$ cat src/rtl/wake_pkg.sv
package wake_pkg;
  localparam int REG_W  = 32;
  localparam int LIVE_W = 16;
  localparam int NFLAG  = 3;

  localparam int B_OVR     = 10;
  localparam int B_LC_FLAG = 9;
  localparam int B_LC_MODE = 8;
  localparam int B_PM_FLAG = 7;
  localparam int B_BCAST   = 6;
  localparam int B_MP_FLAG = 5;
  localparam int B_MP_PIN  = 4;
  localparam int B_POL     = 0;

  // flag vector order
  localparam int F_MP = 0;
  localparam int F_PM = 1;
  localparam int F_LC = 2;

  localparam logic [LIVE_W-1:0] GATED_MASK =
    LIVE_W'((1 << B_OVR) | (1 << B_LC_MODE) | (1 << B_MP_PIN) | (1 << B_POL));
  localparam logic [LIVE_W-1:0] PLAIN_MASK = LIVE_W'(1 << B_BCAST);
  localparam logic [LIVE_W-1:0] SWCLR_MASK = LIVE_W'(1 << B_BCAST);
  localparam logic [NFLAG-1:0]  FLAG_WR_MASK = NFLAG'((1 << F_MP) | (1 << F_LC));
endpackage

$ cat src/rtl/wake_cfg_bank.sv
module wake_cfg_bank #(
  parameter int W = 16,
  parameter logic [W-1:0] GATED = '0,
  parameter logic [W-1:0] PLAIN = '0,
  parameter logic [W-1:0] SWCLR = '0
) (
  input  logic         clk,
  input  logic         por_n,
  input  logic         hw_rst,
  input  logic         sw_rst,
  input  logic         gate_open,
  input  logic         wr,
  input  logic [W-1:0] wdata,
  output logic [W-1:0] cfg_q
);
  localparam logic [W-1:0] LIVE = GATED | PLAIN;

  logic unused_wd;
  assign unused_wd = ^(wdata & ~LIVE);

  for (genvar i = 0; i < W; i++) begin : g_bit
    if (LIVE[i]) begin : g_live
      logic wr_ok;
      logic clr;
      assign wr_ok = wr && (!GATED[i] || gate_open);
      assign clr   = hw_rst || (SWCLR[i] && sw_rst);
      always_ff @(posedge clk or negedge por_n) begin
        if (!por_n)      cfg_q[i] <= 1'b0;
        else if (clr)    cfg_q[i] <= 1'b0;
        else if (wr_ok)  cfg_q[i] <= wdata[i];
      end
    end else begin : g_tie
      assign cfg_q[i] = 1'b0;
    end
  end
endmodule

$ cat src/rtl/wake_flag_bank.sv
module wake_flag_bank #(
  parameter int N = 3,
  parameter logic [N-1:0] WR_MASK = '0
) (
  input  logic         clk,
  input  logic         por_n,
  input  logic [N-1:0] set,
  input  logic         wr,
  input  logic [N-1:0] wr_val,
  output logic [N-1:0] flag_q
);
  logic unused_wv;
  assign unused_wv = ^(wr_val & ~WR_MASK);

  for (genvar i = 0; i < N; i++) begin : g_flag
    if (WR_MASK[i]) begin : g_rw
      always_ff @(posedge clk or negedge por_n) begin
        if (!por_n)     flag_q[i] <= 1'b0;
        else if (set[i]) flag_q[i] <= 1'b1;
        else if (wr)    flag_q[i] <= wr_val[i];
      end
    end else begin : g_ro
      always_ff @(posedge clk or negedge por_n) begin
        if (!por_n)      flag_q[i] <= 1'b0;
        else if (set[i]) flag_q[i] <= 1'b1;
      end
    end
  end
endmodule

$ cat src/rtl/wake_pin_out.sv
module wake_pin_out (
  input  logic pme_en,
  input  logic ovr,
  input  logic lc_flag,
  input  logic pm_flag,
  input  logic mp_flag,
  input  logic pol_low,
  input  logic phy_req,
  output logic pme_req,
  output logic phy_pin
);
  logic any_flag;
  logic ovr_hit;
  assign any_flag = lc_flag | pm_flag | mp_flag;
  assign ovr_hit  = ovr & (lc_flag | mp_flag);
  assign pme_req  = (pme_en & any_flag) | ovr_hit;
  assign phy_pin  = pol_low ? ~phy_req : phy_req;
endmodule

$ cat src/rtl/wake_ctl_reg.sv
module wake_ctl_reg
  import wake_pkg::*;
(
  input  logic             clk,
  input  logic             por_n,
  input  logic             hw_rst,
  input  logic             sw_rst,
  input  logic             stop,
  input  logic             spnd,
  input  logic             bus_wr,
  input  logic [REG_W-1:0] bus_wdata,
  input  logic             bus_rd,
  output logic [REG_W-1:0] bus_rdata,
  output logic             bus_rvalid,
  input  logic             ev_link_chg,
  input  logic             ev_pat_match,
  input  logic             pat_mode_en,
  input  logic             ev_magic,
  input  logic             magic_mode_in,
  input  logic             pme_en,
  output logic             pme_req,
  input  logic             phy_rst_req,
  output logic             phy_rst_pin
);
  logic [LIVE_W-1:0] cfg_q;
  logic [NFLAG-1:0]  flag_q;
  logic [NFLAG-1:0]  flag_set;
  logic [NFLAG-1:0]  flag_wv;
  logic [LIVE_W-1:0] flag_word;
  logic [REG_W-1:0]  rd_word;
  logic              unused_hi;

  assign unused_hi = ^bus_wdata[REG_W-1:LIVE_W];

  wake_cfg_bank #(
    .W(LIVE_W), .GATED(GATED_MASK), .PLAIN(PLAIN_MASK), .SWCLR(SWCLR_MASK)
  ) u_cfg (
    .clk(clk), .por_n(por_n), .hw_rst(hw_rst), .sw_rst(sw_rst),
    .gate_open(stop | spnd), .wr(bus_wr), .wdata(bus_wdata[LIVE_W-1:0]),
    .cfg_q(cfg_q)
  );

  assign flag_set[F_LC] = ev_link_chg  & cfg_q[B_LC_MODE];
  assign flag_set[F_PM] = ev_pat_match & pat_mode_en;
  assign flag_set[F_MP] = ev_magic     & (cfg_q[B_MP_PIN] | magic_mode_in);

  assign flag_wv[F_LC] = bus_wdata[B_LC_FLAG];
  assign flag_wv[F_PM] = bus_wdata[B_PM_FLAG];
  assign flag_wv[F_MP] = bus_wdata[B_MP_FLAG];

  wake_flag_bank #(.N(NFLAG), .WR_MASK(FLAG_WR_MASK)) u_flag (
    .clk(clk), .por_n(por_n), .set(flag_set), .wr(bus_wr),
    .wr_val(flag_wv), .flag_q(flag_q)
  );

  always_comb begin
    flag_word = '0;
    flag_word[B_LC_FLAG] = flag_q[F_LC];
    flag_word[B_PM_FLAG] = flag_q[F_PM];
    flag_word[B_MP_FLAG] = flag_q[F_MP];
    rd_word = {{(REG_W-LIVE_W){1'b0}}, cfg_q | flag_word};
  end

  always_ff @(posedge clk or negedge por_n) begin
    if (!por_n) begin
      bus_rdata  <= '0;
      bus_rvalid <= 1'b0;
    end else begin
      bus_rvalid <= bus_rd;
      if (bus_rd) bus_rdata <= rd_word;
    end
  end

  wake_pin_out u_pin (
    .pme_en(pme_en), .ovr(cfg_q[B_OVR]), .lc_flag(flag_q[F_LC]),
    .pm_flag(flag_q[F_PM]), .mp_flag(flag_q[F_MP]), .pol_low(cfg_q[B_POL]),
    .phy_req(phy_rst_req), .pme_req(pme_req), .phy_pin(phy_rst_pin)
  );
endmodule

$ cat config.mk
export PLATFORM = sky130hd
export DESIGN_NAME = wake_ctl_reg
export DESIGN_NICKNAME = d
export VERILOG_FILES = /design/src/rtl/wake_pkg.sv /design/src/rtl/wake_cfg_bank.sv /design/src/rtl/wake_flag_bank.sv /design/src/rtl/wake_pin_out.sv /design/src/rtl/wake_ctl_reg.sv
export SDC_FILE = /design/constraint.sdc
export NUM_CORES = 1
export LEC_CHECK = 0
export BUFFER_PORTS_ARGS = -buffer_cell sky130_fd_sc_hd__buf_2
export CORE_ASPECT_RATIO = 1.5
export CORE_UTILIZATION = 36
export DETAILED_ROUTE_END_ITERATION = 10
export PLACE_DENSITY_LB_ADDON = 0.05
export REMOVE_ABC_BUFFERS = 1
export SYNTH_ARGS = -nofsm -noshare
export SYNTH_HDL_FRONTEND = slang
export SYNTH_SLANG_ARGS = --single-unit
export TNS_END_PERCENT = 50
$ cat constraint.sdc
create_clock -name clk -period 1.1 [get_ports clk]
set_input_delay 0.055 -clock clk [delete_from_list [all_inputs] [get_ports clk]]
set_output_delay 0.055 -clock clk [all_outputs]
set_load 0.03 [all_outputs]
==> results.py, run 1 <==
metrics = {
    "hold_path": {
        "min-delay-path-class": "input pin to flip-flop",
        "holdPathEnd": "u_flag.flag_q[2]$_DFFE_PN0P_",
        "holdPathStages": 2,
        "hold_path.startpoint": "bus_wdata[9]",
    },
    "floorplan": {
        "core_um2": 2290,
        "initial_utilization": 0.394,
        "chipWidth_um": 42.8,
        "io_pins": 82,
        "die_h_um": 63.3,
        "design.die.area_um2": 2710,
        "fp-row-count": 21,
    },
    "clock_network": {
        "clk_latency_ns": 0.29,
        "cts_root_buf": "clkbuf_4",
        "clk_pin_slew_ns": 0.09,
        "htreeDepth": 1,
        "cts_made_buffers": 3,
        "clk_path_buf_depth": 2,
        "cts_tree": "done",
        "clock-sinks": 17,
    },
    "placed_design": {
        "place_congestion": 0.635,
        "portBuffers": 32,
        "placed_cells": 129,
        "dpl.hpwl_um": 1150,
    },
    "synthesis": {
        "yosysWarnings": 0,
        "synth_cell_types": 16,
        "ys_seq_area_frac": 0.472,
        "yosys-top-cells-area": "dfrtp_1 47%, buf_4 20%, mux2_2 10%",
        "syn-instance-count": 76,
        "netlist_area_um2": 901,
        "syn_area_per_cell_um2": 11.9,
        "synth_top_area_frac": 0.472,
        "ys_ff_latch": 17,
        "yosysTopAreaCell": "dfrtp_1",
    },
    "final_layout": {
        "stdcell_count": 145,
        "drive_gt1_frac": 0.385,
        "fin_nets": 170,
        "mostFrequentLayoutCell": "buf_2",
        "diodes": 0,
        "final_cell_mix": "30 x buf_2, 24 x conb_1, 17 x dfrtp_1",
        "final_core_util": 0.496,
        "syn_to_final_growth_pct": 26.0,
    },
    "drt": {
        "drtIter0Drc": 6,
        "ant_nets": 0,
        "vias_per_cell": 4.19,
        "routed_wirelength_um": 1590,
        "via_count": 607,
        "dr.pass1.iters": 4,
        "drt-wirelength-per-cell_um": 11.0,
        "drc_errors": 0,
    },
    "critical_path": {
        "crit_required_ns": 1.04,
        "worst_r2r_endpoint": "u_flag.flag_q[2]$_DFFE_PN0P_",
        "path_class": "flip-flop to output pin",
        "cp-startpoint": "u_flag.flag_q[2]$_DFFE_PN0P_",
        "arrival_ns": 1.05,
        "cp_max_fo": 2,
        "r2r_slack_ns": 0.10,
        "critPathLaunchType": "flip-flop",
        "rr_startpoint": "u_flag.flag_q[2]$_DFFE_PN0P_",
        "reg2regPathDepth": 3,
        "endpoint_kind": "output pin",
    },
    "timing": {
        "rsz0062_at_grt": "true",
        "worst_slack_ns": -0.00366,
        "hold_viol": 0,
        "worst_hold_slack_ns": 0.00694,
        "drv_slew": 0,
        "tns_ns": -0.00366,
        "finClkSkew_ns": 0.00120,
        "fmax_ghz": 0.906,
        "fin_crit_sh": 1.00,
        "timing.final.crit_period_ns": 1.10,
        "setup_viol": 1,
    },
    "power_and_ir_drop": {
        "power_w": 0.00142,
        "power_leakage_nw": 0.597,
        "power_density_nw_per_um2": 1250,
        "peakVddDrop_uv": 497,
    },
    "job": {
        "drv_cap": 0,
    },
    "global_route": {
        "grt_max_degree": 18,
        "first_global_vias": 607,
        "grt_pass1_wl_um": 2560,
        "antenna_found_initial": 0,
        "grt_overflow": 0,
        "grt_usage": 0.127,
    },
    "run_status": {
        "outcome": "finished with violations",
        "violations": "setup timing",
    },
}
## what timing repair did
action,CTS,global route
resized for setup,3,0
setup buffers,2,0
endpoints found under the hold margin,22,0
hold buffers,10,0
pin swaps,1,0
endpoints found under the setup margin,2,2
## cell usage after synthesis
| library cell | count |
|---|---|
| mux2i_1 | 6 |
| conb_1 | 1 |
| o21ai_0 | 1 |
| buf_4 | 24 |
| a221o_1 | 1 |
| o21a_4 | 1 |
| buf_6 | 1 |
| nor2b_1 | 1 |
| nor3_2 | 1 |
| xor2_1 | 1 |
| dfrtp_1 | 17 |
| mux2_2 | 8 |
| a21o_1 | 1 |
| nand2_1 | 3 |
| o22ai_1 | 1 |
| nand2b_1 | 8 |
## worst max path at each step
stage | end | cells past startpoint | slack [ns]
2_1_floorplan | phy_rst_pin | 1 | 0.16
3_3_place_gp | u_flag.flag_q[2]$_DFFE_PN0P_ | 2 | 0.21
3_5_place_dp | u_flag.flag_q[2]$_DFFE_PN0P_ | 2 | 0.21
4_1_cts | pme_req | 3 | -0.02
5_1_grt | pme_req | 3 | -0.07
6_report | pme_req | 3 | -0.004
## critical path: stages, from the launching register on
cell,delay (ns)
dfrtp_1,0.39
o22ai_1,0.16
nand2_1,0.08
buf_6,0.14
## metal layers
layer	vias to the layer above	track usage	share of wire
met5	-	0	0
met4	0	0.0820	0.028
met3	5	0.0172	0.041
met2	25	0.223	0.53
met1	279	0.136	0.40
li1	298	-	-
## flip-flops by register name, summed over array words and instances (netlist names)
name	cells
bus_rdata	8
bus_rvalid	1
u_cfg.cfg_q	5
u_flag.flag_q	3
## report_power, final
group          switching, W  internal [W]  total [W]
combinational      0.000258      0.000141   0.000399
sequential        0.0000235      0.000669   0.000692
clock              0.000188      0.000141   0.000329
total              0.000469      0.000951    0.00142
## layout make-up
type	count	area, um2
multi-input cells	57	370
flip-flops and latches	17	425
fillers	223	1150
repair buffers	44	284
clock buffers	4	26.3
well taps	23	28.8
## logic make-up (layout without fill, tap and decap cells)
family,after synthesis,after routing,synth area share
simple gates,13,13,0.0861
mux,14,14,0.167
flops,17,17,0.472
other cells,1,24,0.00416
xor+xnor,1,1,0.00972
buf+inv,25,48,0.212
compound gates,5,5,0.0486
## per-stage QoR
| stage | area [um2] | setup slack (ns) |
|---|---|---|
| 2_1_floorplan | 796 | 0.162 |
| 3_3_place_gp | 985 | 0.212 |
| 3_5_place_dp | 985 | 0.211 |
| 4_1_cts | 1130 | -0.0245 |
| 5_1_grt | 1130 | -0.0676 |
| 6_report | 1130 | -0.00366 |
(Power assumes the default switching activity.)
==> inputs of run 2 (changes only) <==
--- a/config.mk
+++ b/config.mk
@@ -7,7 +7,7 @@
 export LEC_CHECK = 0
 export BUFFER_PORTS_ARGS = -buffer_cell sky130_fd_sc_hd__buf_2
 export CORE_ASPECT_RATIO = 1.5
-export CORE_UTILIZATION = 36
+export CORE_UTILIZATION = 39
 export DETAILED_ROUTE_END_ITERATION = 10
 export PLACE_DENSITY_LB_ADDON = 0.05
 export REMOVE_ABC_BUFFERS = 1
==> constraint.sdc (replaced) <==
create_clock -name clk -period 1.3 [get_ports clk]
set_input_delay 0.065 -clock clk [delete_from_list [all_inputs] [get_ports clk]]
set_output_delay 0.065 -clock clk [all_outputs]
set_load 0.03 [all_outputs]
==> results.py, run 2 (synthesis results as in run 1) <==
metrics = {
    "floorplan": {
        "design.die.area_um2": 2510,
        "core_um2": 2210,
        "initial_utilization": 0.408,
        "fp-row-count": 21,
        "chipWidth_um": 41.2,
        "io_pins": 82,
        "die_h_um": 60.9,
    },
    "hold_path": {
        "min-delay-path-class": "input pin to flip-flop",
        "holdPathEnd": "u_flag.flag_q[0]$_DFFE_PN0P_",
        "holdPathStages": 3,
        "hold_path.startpoint": "magic_mode_in",
    },
    "critical_path": {
        "cp_max_fo": 1,
        "reg2regPathDepth": 2,
        "endpoint_kind": "flip-flop",
        "r2r_slack_ns": 0.09,
        "crit_required_ns": 1.47,
        "cp_common_cell": "dlygate4sd3_1",
        "arrival_ns": 1.40,
        "crit_chain": "dlygate4sd3_1, buf_2, a21o_1, dlygate4sd3_1",
        "critPathLaunchType": "input pin",
        "rr_startpoint": "u_flag.flag_q[1]$_DFFE_PN0P_",
        "cp-startpoint": "pat_mode_en",
        "critPathSlowestCell": "dlygate4sd3_1",
        "worst_r2r_endpoint": "u_flag.flag_q[1]$_DFFE_PN0P_",
        "cpPeakStageDelay_ns": 0.54,
        "path_class": "input pin to flip-flop",
    },
    "final_layout": {
        "regMostFlops": "bus_rdata",
        "mostFrequentLayoutCell": "buf_2",
        "largest_registers": "bus_rdata (8), u_cfg.cfg_q (5), u_flag.flag_q (3)",
        "multi_input_comb_area_um2": 370,
        "final_area_um2": 1070,
        "fill_cells": 239,
        "drive_gt1_frac": 0.388,
        "seq_area_um2": 425,
        "final_cell_mix": "32 x buf_2, 24 x conb_1, 17 x dfrtp_1",
        "diodes": 0,
        "fin_nets": 164,
        "syn_to_final_growth_pct": 18.9,
        "largest_reg_flops": 8,
    },
    "power_and_ir_drop": {
        "p_clk_frac": 0.238,
        "power_density_nw_per_um2": 1100,
        "swShare": 0.335,
        "p_switching_w": 0.000394,
        "internal-power_w": 0.000782,
        "peakVddDrop_uv": 607,
        "p_seq_frac": 0.499,
        "p_comb_frac": 0.263,
        "power_leakage_nw": 0.565,
    },
    "clock_network": {
        "htreeDepth": 1,
        "clk_path_buf_depth": 2,
        "clock-sinks": 17,
        "post_cts_resized": 0,
        "cts_made_buffers": 3,
        "post_cts_buffers": 0,
        "clk_latency_ns": 0.29,
        "cts_root_buf": "clkbuf_4",
        "cts_tree": "done",
        "clk_pin_slew_ns": 0.09,
    },
    "drt": {
        "routed_wirelength_um": 1420,
        "drtIter0Drc": 6,
        "ant_nets": 0,
        "dr.pass1.iters": 2,
        "m1WireLength_um": 642,
        "wl_met2_um": 662,
        "drc_errors": 0,
        "routed.top_layer": "met4",
        "met3_length_um": 92,
        "via_count": 580,
        "drt-wirelength-per-cell_um": 10.2,
        "vias_per_cell": 4.17,
    },
    "placed_design": {
        "place_congestion": 0.619,
        "place_area_um2": 985,
        "dpl.hpwl_um": 1070,
        "portBuffers": 32,
        "post-place-ws_ns": 0.417,
    },
    "timing": {
        "timing.final.crit_period_ns": 1.22,
        "tns_ns": 0,
        "fin_crit_sh": 0.941,
        "rsz0062_at_grt": "false",
        "finClkSkew_ns": 0.00742,
        "worst_slack_ns": 0.0763,
        "fmax_ghz": 0.817,
        "drv_slew": 0,
        "hold_viol": 0,
        "setup_viol": 0,
        "worst_hold_slack_ns": 0.0125,
    },
    "global_route": {
        "grt_max_degree": 18,
        "first_global_vias": 506,
        "antenna_found_initial": 0,
        "grt_pass1_wl_um": 2070,
        "grt_usage": 0.130,
        "grt_overflow": 0,
    },
    "job": {
        "drv_cap": 0,
    },
    "run_status": {
        "outcome": "finished, final reports clean",
    },
}
## run 2: worst max path at each step
| stage | end | slack [ns] | cells after the start |
|---|---|---|---|
| floorplan | phy_rst_pin | 0.35 | 1 |
| global placement | u_flag.flag_q[2]$_DFFE_PN0P_ | 0.41 | 2 |
| detailed placement | u_flag.flag_q[2]$_DFFE_PN0P_ | 0.42 | 2 |
| CTS | u_flag.flag_q[1]$_DFFE_PN0P_ | 0.08 | 4 |
| global route | u_flag.flag_q[1]$_DFFE_PN0P_ | 0.04 | 4 |
| finish | u_flag.flag_q[1]$_DFFE_PN0P_ | 0.08 | 4 |
## run 2: per-stage QoR
| stage | total power [W] | util | std cells |
|---|---|---|---|
| after floorplan | 0.000805 | - | 74 |
| after global placement | 0.000895 | 0.446 | 129 |
| after detailed placement | 0.000898 | 0.446 | 129 |
| after CTS | 0.00119 | 0.481 | 138 |
| after global routing | 0.00125 | 0.485 | 139 |
| final | 0.00118 | 0.485 | 139 |
## run 2: power groups by stage
| stage | clock, W | combinational, W | sequential [W] |
|---|---|---|---|
| 2_1_floorplan | 0 | 0.000164 | 0.000641 |
| 4_1_cts | 0.000293 | 0.000309 | 0.000588 |
| 3_5_place_dp | 0 | 0.000299 | 0.000599 |
| 5_1_grt | 0.000316 | 0.000339 | 0.000593 |
| 6_report | 0.000280 | 0.000309 | 0.000588 |
| 3_3_place_gp | 0 | 0.000297 | 0.000598 |
## run 2: cell type report
type / count / share of cell area
multi-input combinational: 57 / 0.346
sequential: 17 / 0.397
clock buffer: 4 / 0.0245
tap: 23 / 0.0269
timing repair buffer: 38 / 0.206
## run 2: repair_timing
| action | 4_1_cts | 5_1_grt |
|---|---|---|
| hold buffers | 5 | 1 |
| endpoints found under the setup margin | 0 | 0 |
| hold endpoints to repair | 20 | 1 |
## run 2: worst max-delay path: cells and delay by family
kind	cells	cell delay [ns]
compound gates	1	0.14
buf+inv	3	1.19
## run 2: metal layers
metal | track usage | vias to the layer above
li1 | - | 283
met1 | 0.151 | 264
met2 | 0.203 | 31
met3 | 0.0220 | 2
met4 | 0.0968 | 0
met5 | 0 | -
